<file path="src/rtl/irq_seq_pkg.sv">
package irq_seq_pkg;
  localparam int NUM_SRC     = 5;
  localparam int IDX_W       = $clog2(NUM_SRC);
  localparam int MC_W        = 3;
  localparam int VEC_W       = 16;
  localparam int DISPATCH_MC = 5;
  localparam logic [VEC_W-1:0] VEC_BASE = 16'h0040;
  localparam logic [VEC_W-1:0] VEC_STEP = 16'h0008;

  typedef enum logic [1:0] {
    ACT_RUN      = 2'd0,
    ACT_DISPATCH = 2'd1,
    ACT_IDLE     = 2'd2,
    ACT_REPLAY   = 2'd3
  } act_e;
endpackage

</file>
<file path="src/rtl/irq_prio_pick.sv">
module irq_prio_pick #(
  parameter int N     = irq_seq_pkg::NUM_SRC,
  parameter int IDX_W = irq_seq_pkg::IDX_W
) (
  input  logic [N-1:0]     flags,
  input  logic [N-1:0]     enables,
  output logic             pend,
  output logic [IDX_W-1:0] idx
);
  logic [N-1:0] masked;

  assign masked = flags & enables;
  assign pend   = |masked;

  // walk downward so the lowest set bit is the last one written
  always_comb begin
    idx = '0;
    for (int i = N - 1; i >= 0; i--) begin
      if (masked[i]) idx = IDX_W'(i);
    end
  end
endmodule

</file>
<file path="src/rtl/irq_vec_map.sv">
module irq_vec_map #(
  parameter int IDX_W = irq_seq_pkg::IDX_W,
  parameter int VEC_W = irq_seq_pkg::VEC_W,
  parameter logic [VEC_W-1:0] BASE = irq_seq_pkg::VEC_BASE,
  parameter logic [VEC_W-1:0] STEP = irq_seq_pkg::VEC_STEP
) (
  input  logic [IDX_W-1:0] idx,
  output logic [VEC_W-1:0] vec
);
  assign vec = BASE + VEC_W'(idx) * STEP;
endmodule

</file>
<file path="src/rtl/irq_step_ctl.sv">
module irq_step_ctl
  import irq_seq_pkg::*;
#(
  parameter int MC_W   = irq_seq_pkg::MC_W,
  parameter int DISP_MC = irq_seq_pkg::DISPATCH_MC
) (
  input  logic            clk,
  input  logic            rst_n,
  input  logic            step,
  input  logic            pend,
  input  logic            op_ei,
  input  logic            op_di,
  input  logic            op_reti,
  input  logic            op_halt,
  input  logic            op_stop,
  input  logic            joy_wake,
  output logic            ime,
  output logic            halted,
  output logic            stopped,
  output logic            disp_req,
  output logic            hold_pc,
  output logic [MC_W-1:0] extra_mc
);
  logic ime_q, ime_d;
  logic eip_q, eip_d;
  logic hlt_q, hlt_d;
  logic stp_q, stp_d;
  logic bug_q, bug_d;
  logic upd_en;
  act_e act;
  logic [MC_W-1:0] extra;

  assign upd_en = step | op_ei | op_di | op_reti | op_halt | op_stop;

  always_comb begin
    ime_d = ime_q;
    eip_d = eip_q;
    hlt_d = hlt_q;
    stp_d = stp_q;
    bug_d = bug_q;
    act   = ACT_RUN;
    extra = '0;
    if (step) begin
      if (ime_q && !stp_q && pend) begin
        act   = ACT_DISPATCH;
        extra = MC_W'(DISP_MC) + MC_W'(hlt_q);
        hlt_d = 1'b0;
        bug_d = 1'b0;
        ime_d = 1'b0;
      end else if (ime_q && !stp_q && hlt_q) begin
        act   = ACT_IDLE;
        extra = MC_W'(1);
      end else if (hlt_q && bug_q) begin
        act   = ACT_REPLAY;
        extra = MC_W'(1);
        hlt_d = 1'b0;
        bug_d = 1'b0;
      end else if (hlt_q && pend) begin
        extra = MC_W'(1);
        hlt_d = 1'b0;
      end else if (stp_q && joy_wake) begin
        stp_d = 1'b0;
      end else if (hlt_q || stp_q) begin
        act   = ACT_IDLE;
        extra = MC_W'(1);
      end
      if (eip_q) begin
        ime_d = 1'b1;
        eip_d = 1'b0;
      end
    end
    if (op_ei && !ime_q) eip_d = 1'b1;
    if (op_di) begin
      ime_d = 1'b0;
      eip_d = 1'b0;
    end
    if (op_reti) ime_d = 1'b1;
    if (op_halt) begin
      hlt_d = 1'b1;
      bug_d = !ime_q && pend;
    end
    if (op_stop) stp_d = 1'b1;
  end

  always_ff @(posedge clk or negedge rst_n) begin
    if (!rst_n) begin
      ime_q <= 1'b0;
      eip_q <= 1'b0;
      hlt_q <= 1'b0;
      stp_q <= 1'b0;
      bug_q <= 1'b0;
    end else if (upd_en) begin
      ime_q <= ime_d;
      eip_q <= eip_d;
      hlt_q <= hlt_d;
      stp_q <= stp_d;
      bug_q <= bug_d;
    end
  end

  assign ime      = ime_q;
  assign halted   = hlt_q;
  assign stopped  = stp_q;
  assign disp_req = (act == ACT_DISPATCH);
  assign hold_pc  = (act == ACT_REPLAY);
  assign extra_mc = extra;
endmodule

</file>
<file path="src/rtl/irq_halt_seq.sv">
module irq_halt_seq
  import irq_seq_pkg::*;
(
  input  logic               clk,
  input  logic               rst_n,
  input  logic [NUM_SRC-1:0] req_flags,
  input  logic [NUM_SRC-1:0] req_enables,
  input  logic               step,
  input  logic               op_ei,
  input  logic               op_di,
  input  logic               op_reti,
  input  logic               op_halt,
  input  logic               op_stop,
  input  logic               joy_wake,
  output logic               ime,
  output logic               disp_req,
  output logic [VEC_W-1:0]   disp_vec,
  output logic [IDX_W-1:0]   disp_idx,
  output logic               halted,
  output logic               stopped,
  output logic               hold_pc,
  output logic [MC_W-1:0]    extra_mc
);
  logic             rst_meta_n;
  logic             rst_sync_n;
  logic             pend;
  logic [IDX_W-1:0] win_idx;
  logic [VEC_W-1:0] win_vec;

  // asynchronous assertion, synchronous release
  always_ff @(posedge clk or negedge rst_n) begin
    if (!rst_n) begin
      rst_meta_n <= 1'b0;
      rst_sync_n <= 1'b0;
    end else begin
      rst_meta_n <= 1'b1;
      rst_sync_n <= rst_meta_n;
    end
  end

  irq_prio_pick #(.N(NUM_SRC), .IDX_W(IDX_W)) u_pick (
    .flags   (req_flags),
    .enables (req_enables),
    .pend    (pend),
    .idx     (win_idx)
  );

  irq_vec_map #(.IDX_W(IDX_W), .VEC_W(VEC_W), .BASE(VEC_BASE), .STEP(VEC_STEP)) u_vec (
    .idx (win_idx),
    .vec (win_vec)
  );

  irq_step_ctl #(.MC_W(MC_W), .DISP_MC(DISPATCH_MC)) u_ctl (
    .clk      (clk),
    .rst_n    (rst_sync_n),
    .step     (step),
    .pend     (pend),
    .op_ei    (op_ei),
    .op_di    (op_di),
    .op_reti  (op_reti),
    .op_halt  (op_halt),
    .op_stop  (op_stop),
    .joy_wake (joy_wake),
    .ime      (ime),
    .halted   (halted),
    .stopped  (stopped),
    .disp_req (disp_req),
    .hold_pc  (hold_pc),
    .extra_mc (extra_mc)
  );

  assign disp_vec = disp_req ? win_vec : '0;
  assign disp_idx = disp_req ? win_idx : '0;
endmodule

</file>
<file path="config.mk">
export PLATFORM = sky130hd
export DESIGN_NAME = irq_halt_seq
export DESIGN_NICKNAME = d
export VERILOG_FILES = /design/src/rtl/irq_seq_pkg.sv /design/src/rtl/irq_prio_pick.sv /design/src/rtl/irq_vec_map.sv /design/src/rtl/irq_step_ctl.sv /design/src/rtl/irq_halt_seq.sv
export SDC_FILE = /design/constraint.sdc
export NUM_CORES = 1
export LEC_CHECK = 0
export ABC_CLOCK_PERIOD_IN_PS = 1550
export BUFFER_PORTS_ARGS = -buffer_cell sky130_fd_sc_hd__buf_2
export CAP_MARGIN = 20
export CORE_MARGIN = 8
export CORE_UTILIZATION = 41
export CTS_CLUSTER_DIAMETER = 60
export DETAILED_ROUTE_END_ITERATION = 10
export GPL_ROUTABILITY_DRIVEN = 0
export PLACE_DENSITY_LB_ADDON = 0.12
export SLEW_MARGIN = 40
export SYNTH_ARGS = -nofsm -noshare
export SYNTH_HDL_FRONTEND = slang
export SYNTH_HIERARCHICAL = 1
export SYNTH_SLANG_ARGS = --single-unit
</file>
<file path="constraint.sdc">
create_clock -name clk -period 1.55 [get_ports clk]
set_input_delay 0.2325 -clock clk [delete_from_list [all_inputs] [get_ports clk]]
set_output_delay 0.2325 -clock clk [all_outputs]
set_load 0.005 [all_outputs]
</file>
### Word level (Yosys, flattened, before mapping)

Index checks and enable logic that the tools add are counted.

| word-level totals | value |
|---|---|
| bits in registers | 7 |
| bits in latches | 0 |
| bits in writable memories | 0 |
| ROM bits | 0 |
| bits of input ports | 19 |
| output and inout bits | 27 |
| logic and storage cells | 94 |
| memories | 0 |

| operators by class | value |
|---|---|
| add/sub/neg operators | 2 |
| $mul | 0 |
| divide/modulo/power cells | 0 |
| order comparisons | 0 |
| eq/ne operators | 7 |
| shifts and indexed selects | 0 |
| multiplexer cells | 47 |
| bitwise gates (word level) | 6 |
| reductions and logical operators | 25 |

Operator list:

| kind | number |
|---|---|
| 3-bit two-way mux | 12 |
| 1-bit two-way mux | 27 |
| 16-bit two-way mux | 1 |
| 2-bit two-way mux | 7 |
| 3-bit nonzero test | 3 |
| 7-bit by 6-bit adder with 8-bit output (first input constant) | 1 |
| 1-bit logical AND | 8 |
| 2-bit != test (second input constant) | 4 |
| 4-bit AND reduction | 2 |
| 4-bit nonzero test | 2 |
| 7-bit AND reduction | 1 |
| 2-bit nonzero test | 3 |
| 5-bit bitwise AND | 1 |
| 1-bit OR | 5 |
| 5-bit OR reduction | 1 |
| 3-bit by 1-bit adder with 3-bit output (first input constant) | 1 |
| 3-bit by 2-bit != test with 1-bit output (second input constant) | 1 |
| 3-bit AND reduction | 1 |
| 2-bit by 1-bit equality test with 1-bit output (second input constant) | 1 |
| 2-bit equality test (second input constant) | 1 |
| 1-bit logical NOT | 2 |
| 2-bit AND reduction | 1 |
| 1-bit logical OR | 1 |

### Longest topological paths before layout

| depth | value |
|---|---|
| depth in word-level cells | 10 |
| gate-level depth with buffers | 5 |
| gate-level depth less buffers | 5 |

### Hierarchy

Netlist, hierarchy kept.

Modules (own cells, without submodules):

| module | instances | cells an instance | area each (sq um) | seq. area each (sq um) |
|---|---|---|---|---|
| irq_step_ctl | 1 | 35 | 332.8 | 125.1 |
| irq_halt_seq | 1 | 23 | 202.7 | 50.0 |
| irq_vec_map | 1 | 18 | 127.6 | 0.0 |
| irq_prio_pick | 1 | 10 | 65.1 | 0.0 |

### Worst setup path after synthesis

Ideal clock, no wire load.

| timing | value |
|---|---|
| path kind | input port to output port |
| from | input req_flags[3] |
| to | output disp_vec[4] |
| arrival | 1.187 ns |
| required time | 1.317 ns |
| slack | 0.131 ns |
| cell stages on the path | 5 |
| path buffers | 1 |
| cells stage by stage | a22oi_2 > nand3_1 > and4b_4 > buf_6 > and2_2 |

| between the ends | value |
|---|---|
| word-level cells in the longest chain between the ends | 10 |
| elaborated cells on any way between the ends | 16 |
| classes of those cells | add/sub (1); eq/ne (1); mux (10); bitwise (1); reduce/logical (3) |

Ends and longest elaborated chain:

| what | RTL line | source |
|---|---|---|
| start, declared | irq_halt_seq.sv:6 | `input logic [NUM_SRC-1:0] req_flags,` |
| 5-bit bitwise AND (*) | irq_prio_pick.sv:12 | `assign masked = flags & enables;` |
| 5-bit OR reduction (*) | irq_prio_pick.sv:13 | `assign pend = \|masked;` |
| named net pend | irq_halt_seq.sv:26 | `logic pend;` |
| 1-bit logical AND | irq_step_ctl.sv:58 | `end else if (hlt_q && pend) begin` |
| 2-bit two-way mux | irq_step_ctl.sv:58 |  |
| 2-bit two-way mux | irq_step_ctl.sv:53 | `end else if (hlt_q && bug_q) begin` |
| 2-bit two-way mux | irq_step_ctl.sv:50 | `end else if (ime_q && !stp_q && hlt_q) begin` |
| 2-bit two-way mux (*) | irq_step_ctl.sv:44 | `if (ime_q && !stp_q && pend) begin` |
| 2-bit two-way mux (*) | irq_step_ctl.sv:43 | `if (step) begin` |
| 2-bit by 1-bit equality test with 1-bit output (*) | irq_step_ctl.sv:104 | `assign disp_req = (act == ACT_DISPATCH);` |
| named net disp_req | irq_halt_seq.sv:16 | `output logic disp_req,` |
| 16-bit two-way mux (*) | irq_halt_seq.sv:72 | `assign disp_vec = disp_req ? win_vec : '0;` |
| end, declared | irq_halt_seq.sv:17 | `output logic [VEC_W-1:0] disp_vec,` |

Mark *: on every way through the listed nets, which the timed path passes. The rest lies on a longest branch.

### Final worst setup path

| timing | value |
|---|---|
| from | register u_ctl.stp_q, in the netlist u_ctl/stopped |
| to | output extra_mc[1] |

| between the ends | value |
|---|---|
| word-level cells in the longest chain between the ends | 6 |
| elaborated cells on any way between the ends | 7 |
| classes of those cells | mux (3); reduce/logical (4) |

Ends and longest elaborated chain:

| what | RTL line | source |
|---|---|---|
| start, declared | irq_step_ctl.sv:27 | `logic stp_q, stp_d;` |
| start signal, assigned | irq_step_ctl.sv:96 | `stp_q <= stp_d;` |
| 1-bit logical NOT (*) | irq_step_ctl.sv:44, irq_step_ctl.sv:50 |  |
| 1-bit logical AND (*) | irq_step_ctl.sv:44, irq_step_ctl.sv:50 |  |
| 1-bit logical AND | irq_step_ctl.sv:50 |  |
| 3-bit two-way mux | irq_step_ctl.sv:50 |  |
| 3-bit two-way mux (*) | irq_step_ctl.sv:44 |  |
| 3-bit two-way mux (*) | irq_step_ctl.sv:43 |  |
| end, declared | irq_halt_seq.sv:22 | `output logic [MC_W-1:0] extra_mc` |

Mark *: on every way between the ends. The rest lies on a longest branch, timed or not.

==> impl_metrics.csv <==
group,metric,value,unit
outcome,status,"finished clean",
route,drc,0,
clocking,cts_tree,"built",
hold_path,hold_class,"register to asynchronous set/reset pin",
power_and_ir_drop,peakVddDrop,0.445,mV
route,drt_iter0_markers,8,
place,hpwl,1370,µm
clocking,cts-buffers-inserted,3,
critical_path,critical_path.cell_chain,"and4b_4 -> and2_2 -> buf_6",
floorplan,start_util,42.6,%
clocking,h-tree-depth,1,
final_layout,instances_no_fill,151,
critical_path,worstPathArrival,1300,ps
yosys,synth.area.top_cells,"dfrtp_1 24%, and2_2 16%, buf_4 16%",
critical_path,critPathKind,"register to primary output",
power_and_ir_drop,p_per_area,508,nW/µm²
critical_path,r2r_cells,3,
power_and_ir_drop,p_leak,0.546,nW
clocking,cts_root_buf,"clkbuf_4",
timing,period_share,99.2,%
final_layout,nets,146,
timing,final-setup-viol-count,0,
yosys,ys_ff_latch,7,
yosys,syn_avg_cell_area,8.47,µm²
timing,rsz0062_at_grt,"yes",
yosys,synth_area_leader_cell,"dfrtp_1",
power_and_ir_drop,p_int,0.378,mW
global_routing,grt_pass1_vias,584,
timing,maxSlewViolCount,0,
place,placed_cells,140,
place,io_buffers,33,
critical_path,critPathMaxFanout,6,
power_and_ir_drop,power_frac_comb,28.9,%
floorplan,die-area,3380,µm²
timing,fmax,651,MHz
critical_path,cp.required,1320,ps
final_layout,drive_above_1_share,57.9,%
floorplan,ios,46,
global_routing,grt_pass1_wl,2540,µm
yosys,async_reset_ff_share,100,%
timing,worst_hold_slack,70.1,ps
clocking,cts_buffer_depth,2,
yosys,synth_edf_count,0,
floorplan,rows,15,
yosys,synth_top_cell_area_share,24.1,%
critical_path,crit_path_top_delay_cell,"dfrtp_2",
route,postRouteAntennaNets,0,
yosys,synth_ff_type,"dfrtp_1",
power_and_ir_drop,p_clk_share,29.9,%
yosys,ys_seq_area_share,24.1,%
critical_path,cp-end-kind,"primary output",
global_routing,grt_overflow_total,0,
timing,layout_min_cycle_time,1540,ps
route,avgRoutedWirePerCell,11.2,µm
floorplan,die_h,58.1,µm
yosys,synth.distinct_cells,27,
route,dr.pass1.iters,4,
critical_path,slowest_delay,440,ps
power_and_ir_drop,seqPwrFrac,41.2,%
power_and_ir_drop,p_sw_share,27.3,%
power_and_ir_drop,power.switching,0.142,mW
final_layout,stdcell_area,1020,µm²
run,maxCapViolCount,0,
route,vias,646,
yosys,ys.warnings.count,6,
final_layout,fin_util,59.9,%
global_routing,grt_start_max_net_pins,11,
route,viasPerCell,4.28,
global_routing,grt_use_total,9.12,%
timing,fin_skew,0.119,ps
final_layout,areaGrowthSynthToFinish,40.4,%
floorplan,core_area,1710,µm²
floorplan,fp.dieW,58.1,µm
yosys,synth_cells,86,
yosys,synth_common_cells,"16 x and2_2, 16 x buf_4, 7 x dfrtp_1",
clocking,cts.sinks,7,
clocking,worstSkewPairLatency,240,ps
place,dpl-instance-area,846,µm²
yosys,synth_area,728,µm²
critical_path,start_kind,"register",
timing,finalHoldViolations,0,
clocking,path_clk_slew,50,ps
route,detail_route.wirelength,1690,µm
final_layout,antenna_cells,0,
global_routing,antenna_found_initial,0,
power_and_ir_drop,p_total,0.519,mW
-- registers in the layout, summed over array words and instances (netlist names) --
signal	flops
u_ctl/bug_q	1
u_ctl/eip_q	1
rst_meta_n	1
u_ctl/halted	1
u_ctl/stopped	1
u_ctl/ime	1
rst_sync_n	1
-- per-stage QoR --
step / setup slack (ps) / setup TNS [ps]
finish: 13.1 / 0
CTS: 16.1 / 0
global placement: 82.5 / 0
global route: -46.2 / -250
floorplan: 131 / 0
detailed placement: 63.3 / 0
-- worst max-delay path, delay by kind of cell, from the launching register on --
kind | cells | cell delay (ps)
flops | 1 | 440
buf+inv | 1 | 90
simple gates | 2 | 540
-- what timing repair did --
action / CTS / global route
pin swaps: 0 / 5
endpoints found under the setup margin: 10 / 12
cloned: 1 / 0
endpoints found under the hold margin: 2 / 0
hold buffers: 1 / 0
buffers inserted: 2 / 3
resized for setup: 3 / 20
-- cell type report --
type,count,area (µm²)
sequential,7,178
clock buffer,4,26.3
inverter,4,15.0
tap,25,31.3
multi-input combinational,69,469
timing repair buffer,42,303
fill,159,686
-- power groups by stage --
stage | sequential (mW) | clock [mW] | combinational, mW
floorplan | 0.212 | 0 | 0.102
global placement | 0.215 | 0 | 0.123
detailed placement | 0.215 | 0 | 0.125
CTS | 0.214 | 0.165 | 0.135
global route | 0.217 | 0.175 | 0.168
finish | 0.214 | 0.155 | 0.150
-- worst paths after layout --
path | startpoint | to | slack, ps
min | rst_sync_n | u_ctl/halted | 70
max reg2reg | u_ctl/ime | u_ctl/bug_q | 280
min reg2reg | rst_sync_n | u_ctl/halted | 70
min in group clk | op_di | u_ctl/eip_q | 150
max in group asynchronous | rst_n | rst_sync_n | 1160
max | u_ctl/stopped | extra_mc[1] | 10
-- placed cells by master (no fill, tap or decap), types with 2 or more instances in the layout --
cell type / Yosys / routed
nand3_1: 4 / 3
nor2_1: 2 / 2
and4b_2: 1 / 2
and2_1: 5 / 5
buf_4: 16 / 5
inv_1: 4 / 4
nand2_1: 5 / 5
conb_1: 3 / 14
o21ai_0: 4 / 4
and2_4: 0 / 7
buf_6: 2 / 12
dfrtp_2: 0 / 2
nor2b_1: 2 / 2
a22oi_2: 2 / 2
and2_2: 16 / 9
buf_2: 0 / 24
dfrtp_1: 7 / 5
clkbuf_4: 0 / 3
-- layer usage --
metal	vias to the layer above	track usage (%)	wire, µm
met3	0	4.86	163
li1	339	-	-
met2	24	15.8	833
met1	283	9.10	689
met4	0	3.15	0
met5	-	0	0
-- cells by family after synthesis --
family | synth area share (%)
compound gates | 17.7
buf+inv | 21.6
flops | 24.1
other cells | 1.55
simple gates | 35.1
No activity file was read; power rests on OpenSTA's default activity.
